===== src/rtl/etc_pkg.sv =====
`timescale 1ns/1ps
package etc_pkg;
    localparam int OFS_RISE      = 0;
    localparam int OFS_FALL      = 1;
    localparam int OFS_SWTRIG    = 2;
    localparam int OFS_PEND      = 3;
    localparam int OFS_MASK_BASE = 4;
    localparam int WORDS_PER_CPU = 2;

    function automatic int im_ofs(input int cpu);
        return OFS_MASK_BASE + WORDS_PER_CPU * cpu;
    endfunction

    function automatic int em_ofs(input int cpu);
        return OFS_MASK_BASE + WORDS_PER_CPU * cpu + 1;
    endfunction
endpackage


===== src/rtl/etc_sync_edge.sv =====
`timescale 1ns/1ps
module etc_sync_edge #(
    parameter int LINES = 8
) (
    input  logic             clk,
    input  logic             rst_n,
    input  logic [LINES-1:0] line_in,
    output logic [LINES-1:0] rise_o,
    output logic [LINES-1:0] fall_o
);
    typedef struct packed {
        logic [LINES-1:0] meta;
        logic [LINES-1:0] cur;
        logic [LINES-1:0] prev;
    } sync_t;

    sync_t st_d, st_q;

    always_comb begin
        st_d      = st_q;
        st_d.meta = line_in;
        st_d.cur  = st_q.meta;
        st_d.prev = st_q.cur;
    end

    always_ff @(posedge clk or negedge rst_n) begin
        if (!rst_n) st_q <= '0;
        else        st_q <= st_d;
    end

    for (genvar i = 0; i < LINES; i++) begin : g_edge
        assign rise_o[i] =  st_q.cur[i] & ~st_q.prev[i];
        assign fall_o[i] = ~st_q.cur[i] &  st_q.prev[i];
    end
endmodule


===== src/rtl/etc_regs.sv =====
`timescale 1ns/1ps
module etc_regs
    import etc_pkg::*;
#(
    parameter int LINES = 8,
    parameter int CPUS  = 2,
    parameter int AW    = 3
) (
    input  logic                       clk,
    input  logic                       rst_n,
    input  logic                       wr_i,
    input  logic [AW-1:0]              addr_i,
    input  logic [LINES-1:0]           wdata_i,
    input  logic [LINES-1:0]           pend_i,
    output logic [LINES-1:0]           rsel_o,
    output logic [LINES-1:0]           fsel_o,
    output logic [CPUS-1:0][LINES-1:0] im_o,
    output logic [CPUS-1:0][LINES-1:0] em_o,
    output logic [LINES-1:0]           swt_o,
    output logic [LINES-1:0]           clr_o,
    output logic                       sel_wr_o,
    output logic [LINES-1:0]           rdata_o
);
    typedef struct packed {
        logic [LINES-1:0]           rise;
        logic [LINES-1:0]           fall;
        logic [CPUS-1:0][LINES-1:0] im;
        logic [CPUS-1:0][LINES-1:0] em;
    } cfg_t;

    cfg_t cfg_d, cfg_q;

    always_comb begin
        cfg_d    = cfg_q;
        swt_o    = '0;
        clr_o    = '0;
        sel_wr_o = 1'b0;
        if (wr_i) begin
            if (addr_i == AW'(OFS_RISE)) begin
                cfg_d.rise = wdata_i;
                sel_wr_o   = 1'b1;
            end
            if (addr_i == AW'(OFS_FALL)) begin
                cfg_d.fall = wdata_i;
                sel_wr_o   = 1'b1;
            end
            if (addr_i == AW'(OFS_SWTRIG)) swt_o = wdata_i;
            if (addr_i == AW'(OFS_PEND))   clr_o = wdata_i;
            for (int c = 0; c < CPUS; c++) begin
                if (addr_i == AW'(im_ofs(c))) cfg_d.im[c] = wdata_i;
                if (addr_i == AW'(em_ofs(c))) cfg_d.em[c] = wdata_i;
            end
        end
    end

    always_ff @(posedge clk or negedge rst_n) begin
        if (!rst_n) cfg_q <= '0;
        else        cfg_q <= cfg_d;
    end

    always_comb begin
        rdata_o = '0;
        if (addr_i == AW'(OFS_RISE)) rdata_o = cfg_q.rise;
        if (addr_i == AW'(OFS_FALL)) rdata_o = cfg_q.fall;
        if (addr_i == AW'(OFS_PEND)) rdata_o = pend_i;
        for (int c = 0; c < CPUS; c++) begin
            if (addr_i == AW'(im_ofs(c))) rdata_o = cfg_q.im[c];
            if (addr_i == AW'(em_ofs(c))) rdata_o = cfg_q.em[c];
        end
    end

    assign rsel_o = cfg_q.rise;
    assign fsel_o = cfg_q.fall;
    assign im_o   = cfg_q.im;
    assign em_o   = cfg_q.em;

    AST_SWTRIG_READS_ZERO: assert property (@(posedge clk) disable iff (!rst_n)
        (addr_i == AW'(OFS_SWTRIG)) |-> (rdata_o == '0));
endmodule


===== src/rtl/etc_route.sv =====
`timescale 1ns/1ps
module etc_route #(
    parameter int LINES = 8,
    parameter int CPUS  = 2
) (
    input  logic                       clk,
    input  logic                       rst_n,
    input  logic [LINES-1:0]           rise_i,
    input  logic [LINES-1:0]           fall_i,
    input  logic [LINES-1:0]           rsel_i,
    input  logic [LINES-1:0]           fsel_i,
    input  logic [LINES-1:0]           swt_i,
    input  logic [LINES-1:0]           clr_i,
    input  logic                       sel_wr_i,
    input  logic [CPUS-1:0][LINES-1:0] im_i,
    input  logic [CPUS-1:0][LINES-1:0] em_i,
    output logic [LINES-1:0]           pend_o,
    output logic [CPUS-1:0]            evt_o,
    output logic [CPUS-1:0]            wake_o,
    output logic                       sys_wake_o
);
    typedef struct packed {
        logic [LINES-1:0] pend;
        logic [CPUS-1:0]  evt;
        logic [CPUS-1:0]  wpulse;
    } route_t;

    route_t rt_d, rt_q;
    logic [LINES-1:0] hw_fire;
    logic [LINES-1:0] fire;
    logic [LINES-1:0] any_im;

    always_comb begin
        any_im = '0;
        for (int c = 0; c < CPUS; c++) any_im = any_im | im_i[c];
        hw_fire = sel_wr_i ? '0 : ((rise_i & rsel_i) | (fall_i & fsel_i));
        fire    = hw_fire | swt_i;
        rt_d      = rt_q;
        rt_d.pend = (rt_q.pend & ~clr_i) | (fire & any_im);
        for (int c = 0; c < CPUS; c++) begin
            rt_d.evt[c]    = |(fire & em_i[c]);
            rt_d.wpulse[c] = |(fire & (im_i[c] | em_i[c]));
        end
    end

    always_ff @(posedge clk or negedge rst_n) begin
        if (!rst_n) rt_q <= '0;
        else        rt_q <= rt_d;
    end

    for (genvar c = 0; c < CPUS; c++) begin : g_cpu
        assign wake_o[c] = rt_q.wpulse[c] | (|(rt_q.pend & im_i[c]));

        AST_EVT_NEEDS_EM: assert property (@(posedge clk) disable iff (!rst_n)
            rt_q.evt[c] |-> ($past(em_i[c]) != '0));
        AST_WAKE_NEEDS_MASK: assert property (@(posedge clk) disable iff (!rst_n)
            wake_o[c] |-> ((im_i[c] | em_i[c] | $past(im_i[c] | em_i[c])) != '0));
    end

    assign pend_o     = rt_q.pend;
    assign evt_o      = rt_q.evt;
    assign sys_wake_o = |wake_o;

    AST_PEND_NEEDS_IM: assert property (@(posedge clk) disable iff (!rst_n)
        (rt_q.pend & ~$past(rt_q.pend) & ~$past(any_im)) == '0);
    AST_CLEAR_TAKES: assert property (@(posedge clk) disable iff (!rst_n)
        (rt_q.pend & $past(clr_i & ~fire)) == '0);
    AST_SEL_WRITE_BLOCKS: assert property (@(posedge clk) disable iff (!rst_n)
        $past(sel_wr_i) |-> ((rt_q.pend & ~$past(rt_q.pend)) == '0));
    AST_SYS_WAKE_COVERS: assert property (@(posedge clk) disable iff (!rst_n)
        (|(rt_q.pend & any_im)) |-> sys_wake_o);
endmodule


===== src/rtl/edge_trig_ctrl.sv =====
`timescale 1ns/1ps
module edge_trig_ctrl #(
    parameter  int LINES = 8,
    parameter  int CPUS  = 2,
    localparam int AW    = $clog2(etc_pkg::OFS_MASK_BASE + etc_pkg::WORDS_PER_CPU * CPUS)
) (
    input  logic             clk,
    input  logic             rst_n,
    input  logic [LINES-1:0] line_in,
    input  logic             reg_wr,
    input  logic [AW-1:0]    reg_addr,
    input  logic [LINES-1:0] reg_wdata,
    output logic [LINES-1:0] reg_rdata,
    output logic [LINES-1:0] line_irq,
    output logic [CPUS-1:0]  cpu_evt,
    output logic [CPUS-1:0]  cpu_wake,
    output logic             sys_wake
);
    logic [LINES-1:0]           rise_w, fall_w, rsel_w, fsel_w, swt_w, clr_w, pend_w;
    logic [CPUS-1:0][LINES-1:0] im_w, em_w;
    logic                       sel_wr_w;

    etc_sync_edge #(.LINES(LINES)) u_sync (
        .clk     (clk),
        .rst_n   (rst_n),
        .line_in (line_in),
        .rise_o  (rise_w),
        .fall_o  (fall_w)
    );

    etc_regs #(.LINES(LINES), .CPUS(CPUS), .AW(AW)) u_regs (
        .clk      (clk),
        .rst_n    (rst_n),
        .wr_i     (reg_wr),
        .addr_i   (reg_addr),
        .wdata_i  (reg_wdata),
        .pend_i   (pend_w),
        .rsel_o   (rsel_w),
        .fsel_o   (fsel_w),
        .im_o     (im_w),
        .em_o     (em_w),
        .swt_o    (swt_w),
        .clr_o    (clr_w),
        .sel_wr_o (sel_wr_w),
        .rdata_o  (reg_rdata)
    );

    etc_route #(.LINES(LINES), .CPUS(CPUS)) u_route (
        .clk        (clk),
        .rst_n      (rst_n),
        .rise_i     (rise_w),
        .fall_i     (fall_w),
        .rsel_i     (rsel_w),
        .fsel_i     (fsel_w),
        .swt_i      (swt_w),
        .clr_i      (clr_w),
        .sel_wr_i   (sel_wr_w),
        .im_i       (im_w),
        .em_i       (em_w),
        .pend_o     (pend_w),
        .evt_o      (cpu_evt),
        .wake_o     (cpu_wake),
        .sys_wake_o (sys_wake)
    );

    assign line_irq = pend_w;
endmodule


===== config.mk =====
export PLATFORM = sky130hd
export DESIGN_NAME = edge_trig_ctrl
export DESIGN_NICKNAME = d
export VERILOG_FILES = /design/src/rtl/etc_pkg.sv /design/src/rtl/etc_sync_edge.sv /design/src/rtl/etc_regs.sv /design/src/rtl/etc_route.sv /design/src/rtl/edge_trig_ctrl.sv
export SDC_FILE = /design/constraint.sdc
export NUM_CORES = 1
export LEC_CHECK = 0
export CAP_MARGIN = 20
export CORE_ASPECT_RATIO = 0.6
export CORE_UTILIZATION = 50
export DETAILED_ROUTE_END_ITERATION = 6
export DONT_BUFFER_PORTS = 1
export PLACE_DENSITY = 0.76
export SETUP_SLACK_MARGIN = 0.2
export SLEW_MARGIN = 40
export SYNTH_ARGS = -nofsm -noshare
export SYNTH_HDL_FRONTEND = slang
export SYNTH_SLANG_ARGS = --single-unit

===== constraint.sdc =====
create_clock -name clk -period 4 [get_ports clk]
set_input_delay 0.2 -clock clk [delete_from_list [all_inputs] [get_ports clk]]
set_output_delay 0.2 -clock clk [all_outputs]
set_load 0.01 [all_outputs]

==> reports/results.ini, run 1 <==
[pwr]
p_clk_share_pct = 35.5
combPwrFrac_pct = 17.1
p_switching_mw = 0.788
seq_power_share_pct = 47.5
cellLeakagePower_nw = 1.93
peakVddDrop_uv = 317
p_sw_share_pct = 30.3
powerDensity_nw_per_um2 = 563
p_int_mw = 1.81

[cts]
clk_latency_ns = 0.34
htreeDepth = 3
cts_inserted_buffers = 9
cts.sinks = 84
post_cts_resize_count = 0
clk_pin_slew_ns = 0.06
tritoncts = built
clk_root_buffer_cell = clkbuf_16
clk_path_buf_depth = 2

[setup_path]
r2r_setup_slack_ns = 2.15
arrival_ns = 2.11
critPathBufInv = 0
cp_max_fo = 5
critical-path-max-stage-delay_ns = 0.48
r2r_end = u_route.rt_q[1]
reg2reg_depth = 5
crit_path_end_kind = primary output
crit_required_ns = 3.80
worstPathCellList = a22oi_1 > nand2_1 > a221oi_1 > nand2_1 > or2_2
crit_type = reg2out
rr_startpoint = u_regs.fsel_o[1]
critical-path-top-delay-family = compound AO/OA/AOI/OAI gates
cp-start-kind = register
cpMostUsedCell = nand2_1
cp_slowest_cell = dfrtp_1

[worst_hold_path]
hold_path_startpoint = reg_wdata[1]
hold_depth = 1
worstHoldPathType = in2reg
hold_end = u_regs.em_o[9]

[floorplanning]
fp.dieW_um = 120
initial_core_util_pct = 52.3
io_pins = 43
rows = 25
dieArea_um2 = 8690
coreArea_um2 = 7950
die_h_um = 72.6

[timing]
slew_viol_final = 0
worst_pin_slew_ns = 0.653
hold_violations = 0
period_needed_ns = 2.31
setup_tns_ns = 0
slew_headroom_pct = 56.3
finClkSkew_ns = 0.00620
max_freq_ghz = 0.433
fin_crit_sh_pct = 57.7
setup_violations = 0
rsz0062_at_grt = no

[drt]
drt_pass1_iterations = 6
via_per_inst = 6.71
wl_mm = 11.5
wl_per_cell_um = 24.3
vias = 3168
drt_iter0_markers = 525
route.detailed.drc = 0
postRouteAntennaNets = 0

[cells_and_area]
post-route-util_pct = 58.1
area_growth_pct = 11.1
drive_gt1_share_pct = 21.7
final_nets = 381
final_cell_mix = dfrtp_1 (84), mux2_2 (56), nand2_1 (27)
layout_commonest_cell = dfrtp_1
insertedDiodeCount = 0

[logic_synthesis]
syn-num-nets = 387
synth_top_cell_area_share_pct = 50.6
yosysTopAreaCell = dfrtp_1
synth_area_um2 = 4150
synth_cell_types = 43
synth_ff_type = dfrtp_1
ys_ff_latch = 84
synth_area_leaders = dfrtp_1 (51%), mux2_2 (15%), o21ai_0 (2.5%)
yosysWarnings = 0
synth_edf_count = 0
synth_async_sr_flop_share_pct = 100
synthCells = 365
synth.yosys.seq_area_share_pct = 50.6
avgSynthCellArea_um2 = 11.4

[placement]
dp_hpwl_mm = 7.67
port_buffers = 0
routabilityCongestion = 0.963

[grt]
grt_use_total_pct = 28.3
overflow = 0
grt_pass1_vias = 3063
grt_max_degree = 85
grt_pass1_wl_mm = 17.7
grt_antenna_before_repair = 0

[job]
maxCapViolCount = 0

[run_status]
outcome = finished clean

-- cells in the mapped netlist, drive strengths merged (5+ instances only) --
library cell	instances
dfrtp	84
nor2	25
o22ai	8
mux2i	8
a21oi	10
and3b	10
buf	23
nand2	27
a222oi	5
a221oi	5
a22oi	12
a211oi	8
o21ai	21
mux2	56
clkbuf	10
nand3b	8
a311oi	8
-- cells by family (layout without fill, tap and decap cells) --
group | after synthesis | in the layout | share of synthesized area [%]
AO/OA/AOI/OAI | 91 | 91 | 15.6
multiplexers | 64 | 64 | 17.1
flip-flops | 84 | 84 | 50.6
buffers and inverters | 33 | 32 | 4.46
AND/OR/NAND/NOR | 93 | 93 | 12.2
-- state kept, by name, indices dropped and copies added (netlist names) --
| signal | count |
|---|---|
| u_regs.em_o | 16 |
| u_regs.fsel_o | 8 |
| u_regs.im_o | 16 |
| u_regs.rsel_o | 8 |
| u_route.evt_o | 2 |
| u_route.pend_o | 8 |
| u_route.rt_q | 2 |
| u_sync.st_d | 16 |
| u_sync.st_q | 8 |
-- worst max-delay path by stage --
stage                           start         endpoint  slack, ns  cells after the start
finish              u_route.pend_o[2]         sys_wake       1.69                      5
global route        u_route.pend_o[2]         sys_wake       1.67                      5
CTS                 u_route.pend_o[2]         sys_wake       1.78                      5
detailed placement  u_route.pend_o[2]         sys_wake       2.15                      5
global placement    u_route.pend_o[0]         sys_wake       2.09                      4
floorplan            u_regs.fsel_o[1]  u_route.rt_q[1]       2.42                      5
-- power groups by stage --
stage	sequential (mW)	clock (mW)	combinational, mW
after floorplan	1.13	0	0.408
after global placement	1.23	0	0.391
after detailed placement	1.24	0	0.398
after CTS	1.22	0.933	0.433
after global routing	1.25	0.966	0.484
final	1.23	0.921	0.443
-- final cells by class --
class	instances	area (µm²)
tap	108	135
clock buffer	10	239
fill	658	3330
clock inverter	6	93.8
sequential	84	2100
multi-input combinational	248	1870
timing repair buffer	16	178
-- layer usage --
metal,routed length (µm),GRT usage [%],vias to the layer above
met5,0,0,-
met2,4630,38.2,193
li1,-,-,1349
met4,122,8.75,0
met3,1460,12.6,17
met1,5250,40.5,1609
-- metrics by stage --
stage | worst slack (ns) | instance area, µm² | hold WS (ns) | total power, mW | std cells
floorplan | 2.42 | 4150 | -0.0956 | 1.54 | 365
global placement | 2.09 | 4100 | -0.0920 | 1.62 | 440
detailed placement | 2.15 | 4100 | -0.0926 | 1.63 | 440
CTS | 1.78 | 4590 | 0.000181 | 2.59 | 470
global route | 1.67 | 4610 | 0.000120 | 2.70 | 472
finish | 1.69 | 4610 | 0.00535 | 2.60 | 472
-- timing repair --
action | 4_1_cts | 5_1_grt
hold buffers | 14 | 2
endpoints found under the hold margin | 102 | 2
setup buffers | 0 | 0
No activity file was read; power rests on OpenSTA's default activity.
==> run 2, diff against run 1 <==
Clock period 4 ns to 2.2 ns, I/O delays scaled along.
==> run 2 against run 1 <==
Compared with the run above: the run now ends with negative hold slack left; clock power up 93%; wire length is 1.2% lower; via count grew 0.25%; design area increased by 1.4%; critical endpoint unchanged; largest cell class unchanged; highest routed layer is now met5.
==> reports/results.ini, run 2 (synthesis results as in run 1) <==
[run_status]
outcome = finished, violations left  ; was finished clean
violations = negative hold slack

[cts]
tritoncts = built  ; unchanged
clk_latency_ns = 0.34  ; about the same
cts_inserted_buffers = 9  ; unchanged
clk_pin_slew_ns = 0.06  ; about the same
cts_setup_buffers = 0  ; unchanged
clk_root_buffer_cell = clkbuf_16  ; unchanged
htreeDepth = 3  ; unchanged
cts_hold_buf = 16  ; was 14
cts.sinks = 84  ; unchanged
clk_path_buf_depth = 2  ; unchanged

[drt]
route.detailed.drc = 0  ; unchanged
wl_per_cell_um = 23.8  ; was 24.3 µm
vias = 3176  ; was 3168
drt_pass1_iterations = 5  ; was 6
drt_iter0_markers = 482  ; was 525
wl_mm = 11.3  ; was 11.5 mm
postRouteAntennaNets = 0  ; unchanged
via_per_inst = 6.67  ; was 6.71

[setup_path]
cp_max_fo = 6  ; was 5
rr_startpoint = u_regs.fsel_o[1]  ; unchanged
worstPathCellList = a22oi_2 > nand2_1 > a221oi_2 > nand2_1 > or2_4  ; was a22oi_1 > nand2_1 > a221oi_1 > nand2_1 > or2_2
crit_path_end_kind = primary output  ; unchanged
cpMostUsedCell = nand2_1  ; unchanged
crit_type = reg2out  ; unchanged
cp-start-kind = register  ; unchanged
crit_required_ns = 2.09  ; was 3.80 ns
crit_path_start = u_regs.im_o[2]  ; was u_route.pend_o[2]
critical-path-max-stage-delay_ns = 0.46  ; was 0.48 ns
cp_slowest_cell = dfrtp_2  ; was dfrtp_1
arrival_ns = 1.81  ; was 2.11 ns

[pwr]
peakVddDrop_uv = 486  ; was 317 µV
powerDensity_nw_per_um2 = 1030  ; was 563 nW/µm²
cellLeakagePower_nw = 1.95  ; was 1.93 nW

[cells_and_area]
area_growth_pct = 12.6  ; was 11.1%
final_nets = 385  ; was 381
insertedDiodeCount = 0  ; unchanged
nFillCells = 671  ; was 658
final_area_um2 = 4680  ; was 4610 µm²
final_cell_mix = dfrtp_1 (81), mux2_2 (56), nand2_1 (27)  ; was dfrtp_1 (84), mux2_2 (56), nand2_1 (27)
layout_commonest_cell = dfrtp_1  ; unchanged
stdcell_count = 476  ; was 472
drive_gt1_share_pct = 23.9  ; was 21.7%

[floorplanning]
io_pins = 43  ; unchanged
rows = 25  ; unchanged
initial_core_util_pct = 52.3  ; unchanged
fp.dieW_um = 120  ; unchanged
dieArea_um2 = 8690  ; unchanged
coreArea_um2 = 7950  ; unchanged
die_h_um = 72.6  ; unchanged

[timing]
slew_headroom_pct = 58.4  ; was 56.3%
rsz0062_at_grt = no  ; unchanged
period_needed_ns = 1.92
hold_violations = 84  ; was 0
setup_tns_ns = 0  ; unchanged
finClkSkew_ns = 0.00411  ; was 0.00620 ns
max_freq_ghz = 0.520
finalWorstSetupSlack_ns = 0.278  ; was 1.69 ns
slew_viol_final = 0  ; unchanged
whs_ns = -0.538  ; was 0.00535 ns
setup_violations = 0  ; unchanged
fin_crit_sh_pct = 87.3
worst_pin_slew_ns = 0.621  ; was 0.653 ns

[worst_hold_path]
worstHoldPathType = in2async  ; was in2reg

[grt]
grt_antenna_before_repair = 0  ; unchanged
grt_use_total_pct = 28.2  ; was 28.3%
overflow = 0  ; unchanged
grt_pass1_wl_mm = 17.6  ; was 17.7 mm
grt_pass1_vias = 3032  ; was 3063
grt_max_degree = 85  ; unchanged

[placement]
dp_hpwl_mm = 7.46  ; was 7.67 mm
routabilityCongestion = 1.02  ; was 0.963
pre_cts_ws_ns = 0.502  ; was 2.15 ns
placed_cells = 444  ; was 440
placed_cell_area_um2 = 4130  ; was 4100 µm²
port_buffers = 0  ; unchanged

[job]
maxCapViolCount = 0  ; unchanged

run 2: cell count changes in the layout (fill, tap and decap cells not counted), sizes merged:
cell and delta:
buf +3, bufinv +1, clkinv -1, inv -1, clkbuf +1, dlygate4sd3 +1
run 2: path summary, 6_finish.rpt:
kind | end | slack (ns) | cells after the start
setup / recovery | sys_wake | 0.28 | 5
hold / removal | u_regs.im_o[15] | -0.54 | 0
setup reg to reg | u_route.rt_q[0] | 0.49 | 5
hold reg to reg | u_sync.st_d[4] | 0.35 | 0
max in group asynchronous | u_regs.im_o[9] | 2.58 | 0
min in group clk | u_route.pend_o[7] | 0.02 | 2
run 2: metrics by stage:
stage / power, mW / util, %
2_1_floorplan: 2.80 / -
3_3_place_gp: 2.94 / 52.0
3_5_place_dp: 2.97 / 52.0
4_1_cts: 4.81 / 58.7
5_1_grt: 5.02 / 58.9
6_report: 4.83 / 58.9
run 2: metal layers:
layer | global-route usage (%) | share of wire (%) | vias to the layer above
met5 | 3.98 | 0.40 | -
met4 | 7.64 | 0.99 | 2
met3 | 11.3 | 13 | 15
met2 | 36.0 | 39 | 217
met1 | 42.9 | 47 | 1586
li1 | - | - | 1356
run 2: power breakdown:
group	internal (mW)	switching (mW)	total, mW
registers	1.84	0.398	2.23
clock network	1.17	0.601	1.78
logic	0.440	0.380	0.821
run 2: final cells by class:
| cell class | count | area [µm²] | share of cell area, % |
|---|---|---|---|
| clock inverters | 5 | 106 | 2.27 |
| well taps | 108 | 135 | 2.89 |
| multi-input cells | 248 | 1890 | 40.3 |
| flip-flops and latches | 84 | 2110 | 45.0 |
| repair buffers | 20 | 190 | 4.07 |
| clock buffers | 11 | 253 | 5.41 |
run 2: worst max-delay path: cells and delay by family (launching register included):
family | cells | cell delay, ns
flip-flops | 1 | 0.46
AO/OA/AOI/OAI | 2 | 0.48
AND/OR/NAND/NOR | 3 | 0.54
run 2: repair_timing:
action                                  CTS  global route
endpoints found under the hold margin   148            84
resized for setup                         5             2
pin swaps                                 2             1
endpoints found under the setup margin    1             1
